## src/rtl/burst_seq_pkg.sv

```systemverilog
package burst_seq_pkg;
  typedef enum logic {
    ORDER_LINEAR = 1'b0,
    ORDER_XOR    = 1'b1
  } burst_order_e;
endpackage

```

## src/rtl/burst_step_counter.sv

```systemverilog
module burst_step_counter #(
  parameter int LOW_W = 2
) (
  input  logic             clk,
  input  logic             rst_n,
  input  logic             clk_en,
  input  logic             restart,
  input  logic             step,
  output logic [LOW_W-1:0] beat
);
  always_ff @(posedge clk or negedge rst_n) begin
    if (!rst_n)       beat <= '0;
    else if (clk_en) begin
      if (restart)    beat <= '0;
      else if (step)  beat <= beat + 1'b1;
    end
  end
endmodule

```

## src/rtl/burst_low_map.sv

```systemverilog
module burst_low_map
  import burst_seq_pkg::*;
#(
  parameter int LOW_W = 2
) (
  input  burst_order_e     order,
  input  logic [LOW_W-1:0] start_low,
  input  logic [LOW_W-1:0] beat,
  output logic [LOW_W-1:0] low
);
  logic [LOW_W-1:0] lin_low;
  logic [LOW_W-1:0] xor_low;

  // The sum wraps naturally within LOW_W bits.
  assign lin_low = start_low + beat;

  genvar g;
  generate
    for (g = 0; g < LOW_W; g++) begin : g_xor_bit
      assign xor_low[g] = start_low[g] ^ beat[g];
    end
  endgenerate

  always_comb begin
    unique case (order)
      ORDER_XOR: low = xor_low;
      default:   low = lin_low;
    endcase
  end
endmodule

```

## src/rtl/burst_addr_seq.sv

```systemverilog
module burst_addr_seq
  import burst_seq_pkg::*;
#(
  parameter int ADDR_W = 19,
  parameter int LOW_W  = 2
) (
  input  logic              clk,
  input  logic              rst_n,
  input  logic              clk_en,
  input  logic              load_i,
  input  logic              adv_i,
  input  logic              mode_i,
  input  logic [ADDR_W-1:0] addr_i,
  output logic [ADDR_W-1:0] addr_o
);
  localparam int HIGH_W = ADDR_W - LOW_W;

  logic [ADDR_W-1:0] start_q;
  logic [LOW_W-1:0]  beat;
  logic [LOW_W-1:0]  low;
  burst_order_e      order;

  assign order = burst_order_e'(mode_i);

  // Start register: captured on every enabled load.
  always_ff @(posedge clk or negedge rst_n) begin
    if (!rst_n)               start_q <= '0;
    else if (clk_en && load_i) start_q <= addr_i;
  end

  burst_step_counter #(.LOW_W(LOW_W)) u_beat (
    .clk     (clk),
    .rst_n   (rst_n),
    .clk_en  (clk_en),
    .restart (load_i),
    .step    (adv_i),
    .beat    (beat)
  );

  burst_low_map #(.LOW_W(LOW_W)) u_map (
    .order     (order),
    .start_low (start_q[LOW_W-1:0]),
    .beat      (beat),
    .low       (low)
  );

  assign addr_o = {start_q[ADDR_W-1 -: HIGH_W], low};
endmodule

```

## config.mk

```make
export PLATFORM = sky130hd
export DESIGN_NAME = burst_addr_seq
export DESIGN_NICKNAME = d
export VERILOG_FILES = /design/src/rtl/burst_seq_pkg.sv /design/src/rtl/burst_step_counter.sv /design/src/rtl/burst_low_map.sv /design/src/rtl/burst_addr_seq.sv
export SDC_FILE = /design/constraint.sdc
export NUM_CORES = 1
export LEC_CHECK = 0
export CAP_MARGIN = 10
export CELL_PAD_IN_SITES_DETAIL_PLACEMENT = 0
export CELL_PAD_IN_SITES_GLOBAL_PLACEMENT = 1
export CORE_MARGIN = 5
export CORE_UTILIZATION = 34
export CTS_CLUSTER_SIZE = 8
export DETAILED_ROUTE_END_ITERATION = 8
export GPL_ROUTABILITY_DRIVEN = 0
export PLACE_DENSITY_LB_ADDON = 0.05
export SLEW_MARGIN = 20
export SYNTH_ARGS = -nofsm -noshare
export SYNTH_HDL_FRONTEND = slang
export SYNTH_SLANG_ARGS = --single-unit
```

## constraint.sdc

```tcl
create_clock -name clk -period 1.7 [get_ports clk]
set_input_delay 0.255 -clock clk [delete_from_list [all_inputs] [get_ports clk]]
set_output_delay 0.255 -clock clk [all_outputs]
set_load 0.02 [all_outputs]
```

Yosys cells after proc, flatten, opt, wreduce, memory -nomap -nowiden:

Cells that the tools add are included.

* $add $sub $neg: 2
* muxes and demuxes: 3
* bitwise logic cells: 2
* reductions and logical operators: 3

Operators with widths (number)
* 2-bit 2-to-1 mux: 3
* 2-bit by 1-bit adder with 2-bit output, second input constant: 1
* 2-bit adder: 1
* 2-bit AND reduction: 1
* 2-bit nonzero test: 1
* 1-bit XOR: 2
* 1-bit logical AND: 1

* register bits after elaboration: 21
* bits of input ports: 25

Logic depth before layout (Yosys ltp):

* depth after elaboration: 3
* mapped depth: 3
* gate-level depth less buffers: 3

Cells and area by module:

Synthesis repeated with hierarchy kept, for this count alone.

* cells, all modules: 73
* area total of the unflattened synthesis: 1026.0 µm²

Modules (own cells, without submodules)
* burst_addr_seq: times used 1, cells an instance 57, area an instance 885.8 µm², seq. area each 475.5 µm²
* burst_step_counter: times used 1, cells an instance 12, area an instance 103.8 µm², seq. area each 50.0 µm²
* burst_low_map: times used 1, cells an instance 4, area an instance 36.3 µm², seq. area each 0.0 µm²

Worst setup path before layout:

No wires, ideal clock.

* path type: reg-to-output
* start point: register u_beat.beat[0]
* end point: output port addr_o[1]
* arrival time: 1.080 ns
* required time: 1.445 ns
* path slack: 0.365 ns
* stages on the path, launching flop included: 4
* cells stage by stage: dfrtp_1 -> ha_1 -> nor2b_1 -> xnor2_1

* cells in the longest elaborated chain, start to end: 2

RTL lines
* from (decl): line burst_step_counter.sv:9 `output logic [LOW_W-1:0] beat`
* from (signal assigned): line burst_step_counter.sv:15 `else if (step) beat <= beat + 1'b1;`
* 2-bit adder: line burst_low_map.sv:15 `assign lin_low = start_low + beat;`
* 2-bit 2-to-1 mux: line burst_low_map.sv:25 `unique case (order)`
* to (decl): line burst_addr_seq.sv:14 `output logic [ADDR_W-1:0] addr_o`

No other way between the ends.

Worst setup path after layout:

* start point: register start_q[0]
* end point: output port addr_o[1]

* cells in the longest elaborated chain, start to end: 2

RTL lines
* from (decl): line burst_addr_seq.sv:18 `logic [ADDR_W-1:0] start_q;`
* from (signal assigned): line burst_addr_seq.sv:28 `else if (clk_en && load_i) start_q <= addr_i;`
* 2-bit adder: line burst_low_map.sv:15
* 2-bit 2-to-1 mux: line burst_low_map.sv:25

No other way between the ends.

==> results.cfg <==
[layout]
most-common-layout-cells = sky130_fd_sc_hd__clkdlybuf4s50_1, sky130_fd_sc_hd__dfrtp_1, sky130_fd_sc_hd__mux2_4
finished_layout_cells = 135
most_common_cell_after_layout_fill_and_taps_aside = sky130_fd_sc_hd__clkdlybuf4s50_1
num-fill-cells = 260
antenna_cells = 0
final_net_count = 131
syn2layout_area_growth_pct = 35.9
drive_above_1_share_pct = 25.0

[worst_setup_path]
crit_chain = ha_1, nor2b_1, xnor2_1, clkbuf_2
critical_path.max_fanout = 2
end_kind = primary output
setup.reg_to_reg.worst_slack_ps = 650
crit-reg2reg-launch = u_beat.beat[0]
cp_slowest_stage_delay_ps = 400
regToRegEndpoint = u_beat.beat[1]
cp_top_family = flip-flops
critPathArrivalTime_ps = 1320
worstRegToRegCells = 4
critical_path.n_buffers_inverters = 1
critical_path_class = flop to primary output
sort_of_element_at_the_start_of_the_critical_path = flop
data_required_time_of_the_critical_path_ps = 1440
critPathSlowestCell = sky130_fd_sc_hd__dfrtp_1

[grt]
grt_antenna_before_repair = 0
vias_in_the_first_global_route = 664
grt_pass1_wl_mm = 2.99
grt.overflow.total = 0
grt_max_degree = 22
grt_use_total_pct = 9.18

[cts]
postCtsSetupRepairBufs = 0
cts.sinks = 21
post_cts_hold_buffer_count = 0
ctsHtreeMaxLevel = 1
cts-root-buf = sky130_fd_sc_hd__clkbuf_4
clk_transition_reported_paths_ps = 110
tritoncts = done
cts_inserted_buffers = 3
latest_clock_arrival_within_the_worst_skew_pair_ps = 290
number_of_buffers_on_the_longest_clock_path = 2

[flow_run]
max_capacitance_violation_total = 0

[timing]
fin_setup_tns_ps = 0
hold_viol_final = 0
timing.slew.headroom_pct = 78.7
fmaxAchievable_mhz = 635
ratio_of_final_minimum_period_to_clock_period_pct = 92.6
clock-skew-final_ps = 0.212
final-setup-viol-count = 0
worst_pin_slew_ps = 319
finalWorstPathRequiredPeriod_ps = 1570
unrepaired_setup_endpoints_after_global_routing = false
timing.final.max_slew_violations = 0

[synth]
distinct_cell_type_count_after_synthesis = 17
yosysTopAreaCell = sky130_fd_sc_hd__dfrtp_1
postSynthNetCount = 99
synthTopCellsByArea = sky130_fd_sc_hd__dfrtp_1, sky130_fd_sc_hd__mux2_4, sky130_fd_sc_hd__buf_4, sky130_fd_sc_hd__mux2_2, sky130_fd_sc_hd__xnor2_1
yosysSeqAreaShare_pct = 51.7
yosys_register_bits = 21
postSynthAreaPerCell_sq_um = 13.9
synthesis.area_sq_um = 1020
area_fraction_of_the_dominant_cell_type_after_synthesis_pct = 51.7
syn_inst = 73
yosysWarnings = 0

[die]
core_area_sq_um = 2810
die_width_um = 64.7
floorplan.io_pins = 44
rows = 19
die_boundary_height_um = 64.7
start_util_pct = 36.3
fp.dieArea_sq_um = 4190

[place]
port_buffers = 43
dpl.hpwl_mm = 1.33
dp.cells = 131

[power]
power_per_cell_area_nw_per_um2 = 956
report.power.total_mw = 1.32
static_leak_nw = 0.612
max-vdd-ir-drop_mv = 0.376

[hold_path]
hold_path_class = input port to asynchronous set/reset pin

[status]
status = complete, no violations

[detailed_routing]
ant_nets = 0
wl_per_cell_um = 13.3
drtIter0Drc = 33
avgViaCountPerCell = 4.43
drt_wl_total_mm = 1.80
drtPass1Iterations = 3
count_of_vias_placed_by_the_detailed_router = 598
detail_route.drc_violations = 0
==> per-layer routing <==
metal / track usage (%) / wire, um
met3: 3.11 / 131
met1: 12.3 / 883
met4: 3.17 / 10
met5: 0 / 0
met2: 13.9 / 771
==> registers in the layout, summed over array words and instances (netlist names) <==
| register | count |
|---|---|
| start_q | 19 |
| u_beat.beat | 2 |
==> metrics by stage <==
step	util [%]	worst slack, ps	area, sq um	hold WS (ps)
global placement	48.6	-83.6	1360	485
finish	49.3	126	1380	292
global route	49.3	47.3	1380	308
floorplan	-	365	1020	-40.6
CTS	49.5	-26.9	1390	291
detailed placement	48.6	-95.7	1360	493
==> synth_stat cells <==
cell type and instances:
sky130_fd_sc_hd__o21ai_0 1, sky130_fd_sc_hd__ha_1 1, sky130_fd_sc_hd__nor2b_1 1, sky130_fd_sc_hd__mux2_2 9, sky130_fd_sc_hd__and4b_1 1, sky130_fd_sc_hd__nand2_4 1
sky130_fd_sc_hd__buf_6 1, sky130_fd_sc_hd__buf_4 17, sky130_fd_sc_hd__mux2_4 10, sky130_fd_sc_hd__a32oi_1 1, sky130_fd_sc_hd__inv_1 2, sky130_fd_sc_hd__dfrtp_1 21
sky130_fd_sc_hd__o22ai_1 1, sky130_fd_sc_hd__nor2_1 2, sky130_fd_sc_hd__nand2_1 1, sky130_fd_sc_hd__xnor2_1 2, sky130_fd_sc_hd__a21oi_1 1
==> cell type report <==
type                    count  area (sq um)  share of cell area [%]
flip-flops and latches     21           526                    38.0
repair buffers             45           439                    31.8
multi-input cells          32           345                    25.0
inverters                   2          7.51                   0.543
well taps                  31          38.8                    2.81
clock buffers               4          26.3                    1.90
==> what timing repair did <==
| item | CTS | global route |
|---|---|---|
| resized for setup | 3 | 1 |
| setup endpoints to repair | 2 | 1 |
| pin swaps | 0 | 0 |
| cloned | 0 | 0 |
==> logic make-up after synthesis <==
kind of cell | synth area share (%)
xor gates and xnor gates | 1.72
buffers and inverters | 14.4
AOI/OAI and AO/OA | 2.46
adders and majority gates | 1.23
and+or+nand+nor | 3.81
muxes | 24.7
DFF | 51.7
==> power breakdown <==
part           switching (mW)  internal [mW]  leakage (nW)
Clock                   0.144         0.0913        0.0150
Sequential             0.0434          0.575         0.249
Combinational           0.199          0.268         0.348
==> worst max path at each step <==
stage / start / endpoint / depth (start not counted)
2_1_floorplan: u_beat.beat[0] / addr_o[1] / 3
3_3_place_gp: mode_i / addr_o[1] / 4
3_5_place_dp: mode_i / addr_o[1] / 4
4_1_cts: start_q[0] / addr_o[1] / 4
5_1_grt: start_q[0] / addr_o[1] / 4
6_report: start_q[0] / addr_o[1] / 4
Note: power is estimated with default switching activity, not from simulation.
